`config.mk`:
```
export PLATFORM = sky130hd
export DESIGN_NAME = cfg_guard
export DESIGN_NICKNAME = d
export VERILOG_FILES = /design/src/rtl/cfg_guard_pkg.sv /design/src/rtl/cfg_seq.sv /design/src/rtl/cfg_store.sv /design/src/rtl/cfg_read.sv /design/src/rtl/cfg_guard.sv
export SDC_FILE = /design/constraint.sdc
export NUM_CORES = 1
export LEC_CHECK = 0
export BUFFER_PORTS_ARGS = -buffer_cell sky130_fd_sc_hd__buf_2
export CORE_MARGIN = 2
export CORE_UTILIZATION = 30
export DETAILED_ROUTE_END_ITERATION = 12
export GPL_ROUTABILITY_DRIVEN = 0
export PLACE_DENSITY = 0.44
export SYNTH_ARGS = -nofsm -noshare
export SYNTH_HDL_FRONTEND = slang
export SYNTH_HIERARCHICAL = 1
export SYNTH_SLANG_ARGS = --single-unit
```
`constraint.sdc`:
```
create_clock -name clk_i -period 3.4 [get_ports clk_i]
set_input_delay 0.68 -clock clk_i [delete_from_list [all_inputs] [get_ports clk_i]]
set_output_delay 0.68 -clock clk_i [all_outputs]
set_load 0.005 [all_outputs]
```
`src/rtl/cfg_guard_pkg.sv`:
```
package cfg_guard_pkg;
  typedef enum logic [2:0] {
    OP_ERASE   = 3'd0,
    OP_PROG    = 3'd1,
    OP_RD_ARR  = 3'd2,
    OP_RD_USIG = 3'd3,
    OP_WR_USIG = 3'd4,
    OP_RD_FSIG = 3'd5,
    OP_SET_SEC = 3'd6,
    OP_RSV     = 3'd7
  } cfg_op_e;
endpackage

```
`src/rtl/cfg_seq.sv`:
```
module cfg_seq
  import cfg_guard_pkg::*;
#(
  parameter int ARRAY_WORDS = 16,
  parameter int PROG_LAT    = 3,
  parameter int ADDR_W      = 4,
  parameter int WORD_W      = 8,
  parameter int CNT_W       = 4
) (
  input  logic              clk_i,
  input  logic              rst_ni,
  input  logic              cmd_valid_i,
  input  logic [2:0]        cmd_op_i,
  input  logic [ADDR_W-1:0] cmd_addr_i,
  input  logic [WORD_W-1:0] cmd_wdata_i,
  input  logic              erased_i,
  output logic              busy_o,
  output logic              fire_o,
  output cfg_op_e           op_o,
  output logic [ADDR_W-1:0] addr_o,
  output logic [WORD_W-1:0] wdata_o,
  output logic [ADDR_W-1:0] sweep_idx_o,
  output logic              done_o,
  output logic              err_o
);
  logic              busy_q;
  logic [CNT_W-1:0]  cnt_q;
  cfg_op_e           op_q;
  logic [ADDR_W-1:0] addr_q;
  logic [WORD_W-1:0] wdata_q;
  logic              done_q, err_q;
  logic [CNT_W-1:0]  lat;
  logic              accept, illegal;
  cfg_op_e           new_op;

  assign new_op = cfg_op_e'(cmd_op_i);
  assign accept = cmd_valid_i && !busy_q;
  assign fire_o = busy_q && (cnt_q == '0);

  always_comb begin
    case (new_op)
      OP_ERASE: lat = CNT_W'(ARRAY_WORDS - 1);
      OP_PROG:  lat = CNT_W'(PROG_LAT - 1);
      default:  lat = '0;
    endcase
  end

  assign illegal = (op_q == OP_RSV) || (op_q == OP_PROG && !erased_i);

  always_ff @(posedge clk_i or negedge rst_ni) begin
    if (!rst_ni) begin
      busy_q  <= 1'b0;
      cnt_q   <= '0;
      op_q    <= OP_RSV;
      addr_q  <= '0;
      wdata_q <= '0;
      done_q  <= 1'b0;
      err_q   <= 1'b0;
    end else begin
      done_q <= fire_o;
      err_q  <= (cmd_valid_i && busy_q) || (fire_o && illegal);
      if (accept) begin
        busy_q  <= 1'b1;
        cnt_q   <= lat;
        op_q    <= new_op;
        addr_q  <= cmd_addr_i;
        wdata_q <= cmd_wdata_i;
      end else if (busy_q) begin
        if (fire_o) busy_q <= 1'b0;
        else        cnt_q  <= cnt_q - 1'b1;
      end
    end
  end

  assign busy_o      = busy_q;
  assign op_o        = op_q;
  assign addr_o      = addr_q;
  assign wdata_o     = wdata_q;
  assign sweep_idx_o = cnt_q[ADDR_W-1:0];
  assign done_o      = done_q;
  assign err_o       = err_q;
endmodule

```
`src/rtl/cfg_store.sv`:
```
module cfg_store
  import cfg_guard_pkg::*;
#(
  parameter int ARRAY_WORDS = 16,
  parameter int USIG_WORDS  = 4,
  parameter int ADDR_W      = 4,
  parameter int USIG_AW     = 2,
  parameter int WORD_W      = 8
) (
  input  logic              clk_i,
  input  logic              rst_ni,
  input  logic              busy_i,
  input  logic              fire_i,
  input  cfg_op_e           op_i,
  input  logic [ADDR_W-1:0] addr_i,
  input  logic [WORD_W-1:0] wdata_i,
  input  logic [ADDR_W-1:0] sweep_idx_i,
  output logic [WORD_W-1:0] arr_word_o,
  output logic [WORD_W-1:0] usig_word_o,
  output logic              sec_o,
  output logic              erased_o
);
  logic [WORD_W-1:0] arr_q  [ARRAY_WORDS];
  logic [WORD_W-1:0] usig_q [USIG_WORDS];
  logic              sec_q, erased_q;
  logic [USIG_AW-1:0] uidx;

  assign uidx = addr_i[USIG_AW-1:0];

  // array: one word cleared per erase cycle, programmed on fire
  always_ff @(posedge clk_i or negedge rst_ni) begin
    if (!rst_ni) begin
      for (int i = 0; i < ARRAY_WORDS; i++) arr_q[i] <= '0;
    end else if (busy_i && op_i == OP_ERASE) begin
      arr_q[sweep_idx_i] <= '0;
    end else if (fire_i && op_i == OP_PROG && erased_q) begin
      arr_q[addr_i] <= wdata_i;
    end
  end

  always_ff @(posedge clk_i or negedge rst_ni) begin
    if (!rst_ni) begin
      for (int i = 0; i < USIG_WORDS; i++) usig_q[i] <= '0;
    end else if (fire_i && op_i == OP_ERASE) begin
      for (int i = 0; i < USIG_WORDS; i++) usig_q[i] <= '0;
    end else if (fire_i && op_i == OP_WR_USIG) begin
      usig_q[uidx] <= wdata_i;
    end
  end

  always_ff @(posedge clk_i or negedge rst_ni) begin
    if (!rst_ni) begin
      sec_q    <= 1'b0;
      erased_q <= 1'b0;
    end else if (fire_i) begin
      if (op_i == OP_ERASE) begin
        sec_q    <= 1'b0;
        erased_q <= 1'b1;
      end else if (op_i == OP_SET_SEC) begin
        sec_q    <= 1'b1;
        erased_q <= 1'b0;
      end
    end
  end

  assign arr_word_o  = arr_q[addr_i];
  assign usig_word_o = usig_q[uidx];
  assign sec_o       = sec_q;
  assign erased_o    = erased_q;
endmodule

```
`src/rtl/cfg_read.sv`:
```
module cfg_read
  import cfg_guard_pkg::*;
#(
  parameter int              WORD_W     = 8,
  parameter int              FSIG_WORDS = 2,
  parameter int              FSIG_AW    = 1,
  parameter logic [WORD_W-1:0] FSIG_BASE = 8'hA5
) (
  input  logic               clk_i,
  input  logic               rst_ni,
  input  logic               fire_i,
  input  cfg_op_e            op_i,
  input  logic               sec_i,
  input  logic [FSIG_AW-1:0] fidx_i,
  input  logic [WORD_W-1:0]  arr_word_i,
  input  logic [WORD_W-1:0]  usig_word_i,
  output logic [WORD_W-1:0]  rdata_o,
  output logic               prot_o
);
  logic [WORD_W-1:0] fsig_tab [FSIG_WORDS];
  logic [WORD_W-1:0] rd_nxt;
  logic              prot_nxt;

  for (genvar g = 0; g < FSIG_WORDS; g++) begin : g_fsig
    assign fsig_tab[g] = FSIG_BASE + WORD_W'(g);
  end

  always_comb begin
    rd_nxt   = '0;
    prot_nxt = 1'b0;
    case (op_i)
      OP_RD_ARR: begin
        rd_nxt   = sec_i ? '1 : arr_word_i;
        prot_nxt = sec_i;
      end
      OP_RD_USIG: rd_nxt = usig_word_i;
      OP_RD_FSIG: rd_nxt = fsig_tab[fidx_i];
      default: ;
    endcase
  end

  always_ff @(posedge clk_i or negedge rst_ni) begin
    if (!rst_ni) begin
      rdata_o <= '0;
      prot_o  <= 1'b0;
    end else if (fire_i) begin
      rdata_o <= rd_nxt;
      prot_o  <= prot_nxt;
    end
  end
endmodule

```
`src/rtl/cfg_guard.sv`:
```
module cfg_guard
  import cfg_guard_pkg::*;
#(
  parameter int                ARRAY_WORDS = 16,
  parameter int                USIG_WORDS  = 4,
  parameter int                FSIG_WORDS  = 2,
  parameter int                WORD_W      = 8,
  parameter int                PROG_LAT    = 3,
  parameter logic [WORD_W-1:0] FSIG_BASE   = 8'hA5,
  localparam int               ADDR_W      = $clog2(ARRAY_WORDS),
  localparam int               USIG_AW     = $clog2(USIG_WORDS),
  localparam int               FSIG_AW     = $clog2(FSIG_WORDS),
  localparam int               MAX_LAT     = (ARRAY_WORDS > PROG_LAT) ? ARRAY_WORDS : PROG_LAT,
  localparam int               CNT_W       = $clog2(MAX_LAT + 1)
) (
  input  logic              clk_i,
  input  logic              rst_ni,
  input  logic              cmd_valid_i,
  input  logic [2:0]        cmd_op_i,
  input  logic [ADDR_W-1:0] cmd_addr_i,
  input  logic [WORD_W-1:0] cmd_wdata_i,
  output logic              busy_o,
  output logic              done_o,
  output logic              err_o,
  output logic              prot_o,
  output logic [WORD_W-1:0] rdata_o
);
  logic              fire_w, sec_w, erased_w;
  cfg_op_e           op_w;
  logic [ADDR_W-1:0] addr_w, sweep_w;
  logic [WORD_W-1:0] wdata_w, arr_word_w, usig_word_w;

  cfg_seq #(
    .ARRAY_WORDS(ARRAY_WORDS), .PROG_LAT(PROG_LAT), .ADDR_W(ADDR_W),
    .WORD_W(WORD_W), .CNT_W(CNT_W)
  ) u_seq (
    .clk_i(clk_i), .rst_ni(rst_ni), .cmd_valid_i(cmd_valid_i), .cmd_op_i(cmd_op_i),
    .cmd_addr_i(cmd_addr_i), .cmd_wdata_i(cmd_wdata_i), .erased_i(erased_w),
    .busy_o(busy_o), .fire_o(fire_w), .op_o(op_w), .addr_o(addr_w), .wdata_o(wdata_w),
    .sweep_idx_o(sweep_w), .done_o(done_o), .err_o(err_o)
  );

  cfg_store #(
    .ARRAY_WORDS(ARRAY_WORDS), .USIG_WORDS(USIG_WORDS), .ADDR_W(ADDR_W),
    .USIG_AW(USIG_AW), .WORD_W(WORD_W)
  ) u_store (
    .clk_i(clk_i), .rst_ni(rst_ni), .busy_i(busy_o), .fire_i(fire_w), .op_i(op_w),
    .addr_i(addr_w), .wdata_i(wdata_w), .sweep_idx_i(sweep_w),
    .arr_word_o(arr_word_w), .usig_word_o(usig_word_w), .sec_o(sec_w), .erased_o(erased_w)
  );

  cfg_read #(
    .WORD_W(WORD_W), .FSIG_WORDS(FSIG_WORDS), .FSIG_AW(FSIG_AW), .FSIG_BASE(FSIG_BASE)
  ) u_read (
    .clk_i(clk_i), .rst_ni(rst_ni), .fire_i(fire_w), .op_i(op_w), .sec_i(sec_w),
    .fidx_i(addr_w[FSIG_AW-1:0]), .arr_word_i(arr_word_w), .usig_word_i(usig_word_w),
    .rdata_o(rdata_o), .prot_o(prot_o)
  );
endmodule

```
# Word-level counts from Yosys, hierarchy flattened
# Cells that the tools add are included.
# Widths: inputs -> output; s select.
word_totals:
  regBits: 194
  input_bits: 18
  output_inout_bits: 12
  wordCells: 115
classes:
  n_addsub: 1
  magnitude_cmp: 7
  eq_ne: 9
  mux: 35
  bitwise: 6
  n_reduce_logical: 26
ops:
  columns: ["cell", "count"]
  rows:
  - ["$mux 128", 2]
  - ["$and 128x128->128", 1]
  - ["$bwmux 128", 1]
  - ["$not 128->128", 1]
  - ["$mux 8", 10]
  - ["$demux 8 s4", 2]
  - ["$mux 32", 2]
  - ["$bmux 8 s4", 1]
  - ["$bwmux 32", 1]
  - ["$pmux 8 s3", 1]
  - ["$bmux 8 s2", 1]
  - ["$demux 8 s2", 1]
  - ["$mux 5", 3]
  - ["$logic_and 1x1->1", 13]
  - ["$eq 3x3->1 const B", 4]
  - ["$ge 5x5->1 const B", 2]
  - ["$lt 5x1->1 const B", 2]
  - ["$not 4->5", 2]
  - ["$mux 1", 8]
  - ["$pmux 4 s2", 1]
  - ["$reduce_bool 2->1", 4]
  - ["$eq 3x1->1 const B", 2]
  - ["$eq 3x2->1 const B", 2]
  - ["$logic_not 3->1", 2]
  - ["other kinds (12)", 15]

# Logic depth before layout (Yosys ltp)
# Gate-level depths: netlist of run 1.
depth:
  depth_word: 8
  mapped_depth: 11

# By module
# The synthesis of run 1 kept the hierarchy.
by_module_without_submodules:
  columns: ["module", "n_inst", "cells_per_inst", "area_each_um2", "seq_area_each_um2"]
  rows:
  - ["cfg_store", 1, 742, 8261.7, 4053.9]
  - ["cfg_seq", 1, 109, 1018.5, 579.3]
  - ["cfg_read", 1, 55, 553.0, 225.2]

# Worst setup path before layout of run 1
# Ideal clock, no wire load.
synth_timing:
  path_type: "register to register"
  start: "reg u_seq.cnt_q[0]"
  end: "reg u_store/usig_q[0] (netlist bit)"
  setup_ps: 66
  t_arrival_ps: 2379
  required_time_ps: 3334
  setup_slack_ps: 955
  path_stages_with_launch: 10
  synth_period_minus_slack_ps: 2445
  path_cell_list: "dfrtp_1 inv_1 ha_1 and4bb_4 and2_1 or3b_2 clkbuf_1 nor2_1 a22o_1 a22o_1"
synth_via:
  elab_chain_cells: 4
synth_lines:
  columns: ["element", "line_no", "source"]
  rows:
  - ["start: declaration", "cfg_seq.sv:27", "logic [CNT_W-1:0] cnt_q;"]
  - ["start signal: assignment", "cfg_seq.sv:64", "cnt_q <= lat;"]
  - ["start signal: assignment", "cfg_seq.sv:70", "else cnt_q <= cnt_q - 1'b1;"]
  - ["$logic_not 5->1 *", "cfg_seq.sv:38", "assign fire_o = busy_q && (cnt_q == '0);"]
  - ["$logic_and 1x1->1 *", "cfg_seq.sv:38", null]
  - ["named net fire_w", "cfg_guard.sv:28", "logic fire_w, sec_w, erased_w;"]
  - ["$logic_and 1x1->1 (on tied branches)", "cfg_store.sv:44, cfg_store.sv:46", null]
  - ["$mux 32 / $reduce_bool 2->1 (equally long branches)", null, null]
  - ["end signal: indexed assignment", "cfg_store.sv:47", "usig_q[uidx] <= wdata_i;"]
  - ["end: declaration", "cfg_store.sv:24", "logic [WORD_W-1:0] usig_q [USIG_WORDS];"]
# The timed path passes the listed nets; every way through them passes the cells marked *.
# A chain may end at the register's enable or synchronous reset.

# Worst setup path after layout of run 1
layout_timing:
  start: "reg u_seq.cnt_q[0]"
  end: "reg u_store/usig_q[21] (netlist bit)"
# The elaborated chain is that of the path after synthesis.

==> metrics, run 1 <==
DRC Markers=0; Combinational Power Share=0.346; hpwl dp=about 21 mm; CTS H-tree depth=4; HP Class=primary input to async pin; vias=7364; Max FO, Critical Path=23; crit path cell chain=inv_1 > ha_1 > and4bb_4 > and2_1 > or3b_2 > nor2_1 > a22o_1 > a22o_1; largest net degree at the start of global routing=61; Chip Width=185.0 um; Mean Syn Cell Area=10.85 um^2; flops & latches, synth=194; total CTS buffers=17; WS Path Type=flop to flop; reg2reg setup slack=slightly below 600 ps; pins over their slew limit=0; CTS sink cnt=194; Layout area overhead=11.90%; leading cell types in the layout, fill and taps excluded=dfrtp_1 (189), nand2_1 (116), o21ai_0 (73); cts hold-fix bufs=0; filler cell count in the final layout=3338; Max Freq=356.4 MHz; CP endpoint=u_store/usig_q[21]$_DFFE_PN0P_; Pleak=0.004430 uW; sw power=between 3000 and 4000 uW; Critical Path Max Stage Delay=720 ps; Synthesized Nets=~930; Worst VDD drop=0.4260 mV; clk_skew=around 18 ps; DR WL/cell=roughly 23 um; worst r2r src=u_seq/cnt_q[0]$_DFFE_PN0P_; Ys Warns=6; Routed Antenna Nets=0; sequential share of power=0.411; Fin Hold WS=between 200 and 250 ps; register area share after synthesis=0.4941; RSZ-0062 raised after global routing=no; internal power=a little over 5000 uW; Final setup viols=0; period utilisation layout=0.8252; Least-Margin Pin Slew=811.6 ps; CTS tree=built; Syn Inst Count=slightly above 900; clock slew at reported path FFs=80 ps; sum of negative setup slack=0 ps; critical path endpoint category=flop; Worst path slowest cell=or3b_2; area of the die=34240 um^2; # resized after CTS=0; final hold violation count=0; Worst Path Arrival=3190 ps; Post-CTS Setup Bufs=0; clk buf depth=2; antenna cells=0; cell mode on critical path=a22o_1; first-pass GRT wire length=47.93 mm; Reg2Reg Depth=8; Final min period=2806 ps; status=completed; distinct cell type count after synthesis=54; Max transition margin=0.4590; vias in the first global route=7411; routed wire length=between 30 and 40 mm; Power Dens Cells=777.8 nW/um^2; Layout Nets=approximately 900; I/O pins=30; Switching Fraction=0.4089; DRT iter0 DRCs=580; clock share of power=0.243; Die Height=about 190 um; Crit path required time=3790 ps; Tot GR Track Use=0.1888; worst setup path start=u_seq/cnt_q[0]$_DFFE_PN0P_; initial antenna violation count=1; r2r endpoint=u_store/usig_q[21]$_DFFE_PN0P_; placeable core area=32370 um^2; Worst-Skew Late Latency=450 ps; clock root cell=clkbuf_16; num rows=66; Starting Density=0.3038; I/O Buffers=29; DR vias/cell=around 5.4; TritonRoute pass-1 iters=5; grt ovf=0; commonest non-fill, non-tap cell in the layout=dfrtp_1; Mapped Area=between 9000 and 10000 um^2; share of cells above drive strength 1=0.2015; total of max-cap violations=0; crit path launch type=flop
[sequential cells by signal (all words and copies together), names as in the netlist]
name,count
u_store/arr_q,128
u_store/usig_q,32
u_read/rdata_o,8
u_seq/wdata_o,8
u_seq/cnt_q,5
u_seq/addr_o,4
u_seq/op_o,3
u_read/prot_o,1
u_seq/busy_o,1
u_seq/done_o,1
u_seq/err_o,1
u_store/erased_o,1
u_store/sec_o,1
[power by group through the flow]
| stage | registers (uW) | clock network (uW) | logic, uW |
|---|---|---|---|
| 2_1_floorplan | 3070 | 0 | 2360 |
| 3_3_place_gp | 3580 | 0 | 2950 |
| 3_5_place_dp | 3560 | 0 | 2970 |
| 4_1_cts | 3520 | 2140 | 2970 |
| 5_1_grt | 3610 | 2230 | 3240 |
| 6_report | 3520 | 2080 | 2960 |
[worst max-delay path, delay by kind of cell, from the launching register on]
family	cells	cell delay, ps
DFF	1	380
and+or+nand+nor	4	1760
AOI/OAI and AO/OA	2	340
adders and majority gates	1	210
buffers and inverters	1	60
[metal layers]
metal | global-route usage | share of wire | up-vias
met4 | 0.05619 | 0.018 | 0
li1 | - | - | 3339
met5 | 0 | 0 | -
met1 | 0.2759 | 0.48 | 3832
met3 | 0.02949 | 0.039 | 22
met2 | 0.2884 | 0.46 | 171
[cell type report]
type / instances / area [um^2] / area share
Multi-Input combinational cell: 603 / 4466 / 0.4058
Clock buffer: 18 / 439.2 / 0.03991
Tap cell: 442 / 553.0 / 0.05026
Inverter: 18 / 67.56 / 0.006141
Timing Repair Buffer: 66 / 456.7 / 0.04151
Clock inverter: 14 / 157.7 / 0.01433
Sequential cell: 194 / 4863 / 0.4420
[metrics by stage]
stage          instances    util  total power (uW)  setup WS (ps)  instance area (um^2)
3_5_place_dp        1323  0.3215              6530          605.7                 10410
4_1_cts             1355  0.3399              8631          569.3                 11000
2_1_floorplan        906       -              5427          955.1                  9833
6_report            1355  0.3399              8558          594.2                 11000
5_1_grt             1355  0.3399              9077          432.8                 11000
3_3_place_gp        1323  0.3215              6526          649.8                 10410
[how the worst min path moves through the flow]
stage                              startpoint  depth (start not counted)  slack (ps)                             to
floorplan                              rst_ni                          0         380      u_read/prot_o$_DFFE_PN0P_
global placement    u_read/prot_o$_DFFE_PN0P_                          1         500      u_read/prot_o$_DFFE_PN0P_
detailed placement  u_read/prot_o$_DFFE_PN0P_                          1         510      u_read/prot_o$_DFFE_PN0P_
CTS                                    rst_ni                          1         220   u_store/arr_q[6]$_DFFE_PN0P_
global route                           rst_ni                          1         240  u_store/arr_q[32]$_DFFE_PN0P_
finish                                 rst_ni                          1         220  u_store/arr_q[35]$_DFFE_PN0P_
[Yosys cell counts (all sizes together)]
cell type | instances | area share
or3b | 1 | 0.00089
or4b | 2 | 0.0028
o22a | 4 | 0.0036
o221ai | 1 | 0.00089
nand4 | 4 | 0.0025
and2 | 8 | 0.0053
o211ai | 72 | 0.055
buf | 36 | 0.024
nand2 | 116 | 0.044
a21oi | 3 | 0.0015
mux2 | 1 | 0.0011
and4 | 1 | 0.0011
a22o | 64 | 0.057
o32ai | 3 | 0.0027
nand3 | 47 | 0.026
o221a | 1 | 0.0011
a32o | 1 | 0.0010
nor4b | 1 | 0.0024
dfrtp | 191 | 0.49
mux4 | 40 | 0.092
dfstp | 3 | 0.0080
a22oi | 16 | 0.012
ha | 1 | 0.0013
nand2b | 6 | 0.0038
nand4b | 3 | 0.0027
inv | 18 | 0.0069
and4bb | 2 | 0.0029
a21o | 1 | 0.00076
o21ai | 108 | 0.058
or2 | 10 | 0.0064
clkbuf | 55 | 0.021
nor3 | 16 | 0.0092
nor2b | 19 | 0.014
xor2 | 1 | 0.00089
nand3b | 3 | 0.0023
nor2 | 16 | 0.0081
a211o | 3 | 0.0027
mux2i | 24 | 0.024
a2bb2oi | 2 | 0.0018
and3 | 1 | 0.00064
nor3b | 1 | 0.00076
[logic make-up after synthesis]
logic type / Yosys count / share of synthesized area
multiplexers: 65 / 0.1172
adder cells (fa/ha/maj): 1 / 0.001272
AND/OR/NAND/NOR: 257 / 0.1365
buffers and inverters: 109 / 0.05179
AO/OA/AOI/OAI: 279 / 0.1982
XOR/XNOR: 1 / 0.0008909
flip-flops: 194 / 0.4941
(Power assumes the default switching activity.)
==> run 2, diff against run 1 <==
==> constraint.sdc (replaced) <==
create_clock -name clk_i -period 2.7 [get_ports clk_i]
set_input_delay 0.54 -clock clk_i [delete_from_list [all_inputs] [get_ports clk_i]]
set_output_delay 0.54 -clock clk_i [all_outputs]
set_load 0.005 [all_outputs]
==> metrics, run 2 (synthesis results as in run 1) <==
status=completed (unchanged); first-pass GRT wire length=49.30 mm (was 47.93 mm); Layout area overhead=13.82% (was 11.90%); Layout Nets=940 (was 919); max reg flops=128 (unchanged); Non-Filler Instances=1375 (was 1355); sum of negative setup slack=0 ps (unchanged); Buffers & Inverters on Critical Path=2 (was 1); sequential share of power=0.386 (was 0.411); Critical Path Max Stage Delay=390 ps (was 720 ps); clock share of power=0.233 (was 0.243); Worst Slack Setup Final=182.5 ps (was 594.2 ps); Worst Path Arrival=2870 ps (was 3190 ps); final hold violation count=0 (unchanged); # resized after CTS=0 (unchanged); area of the die=34240 um^2 (unchanged); Tot GR Track Use=0.1940 (was 0.1888); Combinational Power Share=0.381 (was 0.346); num rows=66 (unchanged); Worst path slowest cell=dfrtp_1 (was or3b_2); Max Freq=397.2 MHz (was 356.4 MHz); Max FO, Critical Path=11 (was 23); antenna cells=0 (unchanged); pins over their slew limit=0 (unchanged); Power Dens Cells=981.8 nW/um^2 (was 777.8 nW/um^2); Starting Density=0.3038 (unchanged); Routed Antenna Nets=0 (unchanged); filler cell count in the final layout=3276 (was 3338); DRT iter0 DRCs=760 (was 580); WS Path Type=flop to flop (unchanged); I/O Buffers=29 (unchanged); Final min period=2517 ps (was 2806 ps); leading cell types in the layout, fill and taps excluded=dfrtp_1 (189), nand2_1 (116), o21ai_0 (73) (unchanged); critical path endpoint category=flop (unchanged); DR WL/cell=23.09 um (was 22.71 um); initial antenna violation count=0 (was 1); cts hold-fix bufs=0 (unchanged); DRC Markers=0 (unchanged); placeable core area=32370 um^2 (unchanged); crit path cell chain=inv_1 > ha_1 > and4bb_4 > and2_1 > and4bb_2 > nand3_1 > buf_4 > nor2_4 > mux2i_1 (was inv_1 > ha_1 > and4bb_4 > and2_1 > or3b_2 > nor2_1 > a22o_1 > a22o_1); commonest non-fill, non-tap cell in the layout=dfrtp_1 (unchanged); sw power=4391 uW (was 3499 uW); Worst VDD drop=0.5506 mV (was 0.4260 mV); critical path's top delay family=simple AND/OR/NAND/NOR gates (unchanged); Area after DPL=10610 um^2 (was 10410 um^2); routed wire length=31.75 mm (was 30.77 mm); Placed Cells=1344 (was 1323); Setup WS pre-CTS=188.3 ps (was 605.7 ps); period utilisation layout=0.9324 (was 0.8252); Worst-Skew Late Latency=440 ps (was 450 ps); I/O pins=30 (unchanged); hpwl dp=21.34 mm (was 20.57 mm); clk_skew=10.47 ps (was 18.19 ps); share of cells above drive strength 1=0.2186 (was 0.2015); Fin Hold WS=71.40 ps (was 216.2 ps); Pleak=0.004538 uW (was 0.004430 uW); Die Height=185.0 um (unchanged); CTS tree=built (unchanged); clock root cell=clkbuf_16 (unchanged); Sequential Area=4863 um^2 (unchanged); DR vias/cell=5.454 (was 5.435); CTS H-tree depth=4 (unchanged); Final setup viols=0 (unchanged); Switching Fraction=0.3996 (was 0.4089); crit path launch type=flop (unchanged); grt ovf=0 (unchanged); Least-Margin Pin Slew=707.5 ps (was 811.6 ps); CTS sink cnt=194 (unchanged); Multi-input gate area=4468 um^2 (was 4466 um^2); most flop-heavy register=u_store/arr_q (unchanged); clk buf depth=2 (unchanged); vias=7499 (was 7364); internal power=6597 uW (was 5059 uW); post-route cell area=11190 um^2 (was 11000 um^2); total of max-cap violations=0 (unchanged); TritonRoute pass-1 iters=5 (unchanged); vias in the first global route=7580 (was 7411); clock slew at reported path FFs=70 ps (was 80 ps); Max transition margin=0.5278 (was 0.4590); top flop regs=u_store/arr_q: 128 flops, u_store/usig_q: 32 flops (unchanged); total CTS buffers=17 (unchanged); Chip Width=185.0 um (unchanged); largest net degree at the start of global routing=58 (was 61); Crit path required time=3060 ps (was 3790 ps); RSZ-0062 raised after global routing=no (unchanged); HP Class=primary input to async pin (unchanged); Post-CTS Setup Bufs=0 (unchanged)
## run 2: routing by layer
metal / vias to the layer above / routed length [um] / GRT usage
li1: 3372 / - / -
met1: 3888 / 14690 / 0.2716
met2: 207 / 14910 / 0.3055
met3: 32 / 1486 / 0.03755
met4: 0 / 662 / 0.05587
met5: - / 0 / 0
## run 2: layout make-up
type / count / share of cell area
Timing Repair Buffer: 87 / 0.05936
Sequential cell: 194 / 0.4345
Clock buffer: 19 / 0.04047
Multi-Input combinational cell: 603 / 0.3992
Clock inverter: 12 / 0.01096
Inverter: 18 / 0.006037
Tap cell: 442 / 0.04941
## run 2: path summary, 6_finish.rpt
kind                       slack (ps)                             to  cells after the start                          start
min in group clk_i                290   u_seq/wdata_o[7]$_DFFE_PN0P_                      3                 cmd_wdata_i[7]
min                                70  u_store/arr_q[39]$_DFFE_PN0P_                      1                         rst_ni
max                               180   u_store/arr_q[1]$_DFFE_PN0P_                      9     u_seq/cnt_q[0]$_DFFE_PN0P_
max in group asynchronous        1870      u_seq/op_o[2]$_DFFE_PN1P_                      2                         rst_ni
min reg2reg                       510  u_read/rdata_o[2]$_DFFE_PN0P_                      1  u_read/rdata_o[2]$_DFFE_PN0P_
max reg2reg                       180   u_store/arr_q[1]$_DFFE_PN0P_                      9     u_seq/cnt_q[0]$_DFFE_PN0P_
## run 2: power by group through the flow
stage	Clock, uW	Combinational [uW]	Sequential (uW)
detailed placement	0	4190	4280
global placement	0	4180	4290
floorplan	0	2970	3860
CTS	2630	4200	4240
global route	2750	4550	4330
finish	2560	4190	4240
## run 2: per-stage QoR
step / util / total power [uW]
6_report: 0.3457 / 10990
5_1_grt: 0.3457 / 11620
4_1_cts: 0.3457 / 11070
3_5_place_dp: 0.3279 / 8469
3_3_place_gp: 0.3279 / 8467
2_1_floorplan: - / 6834
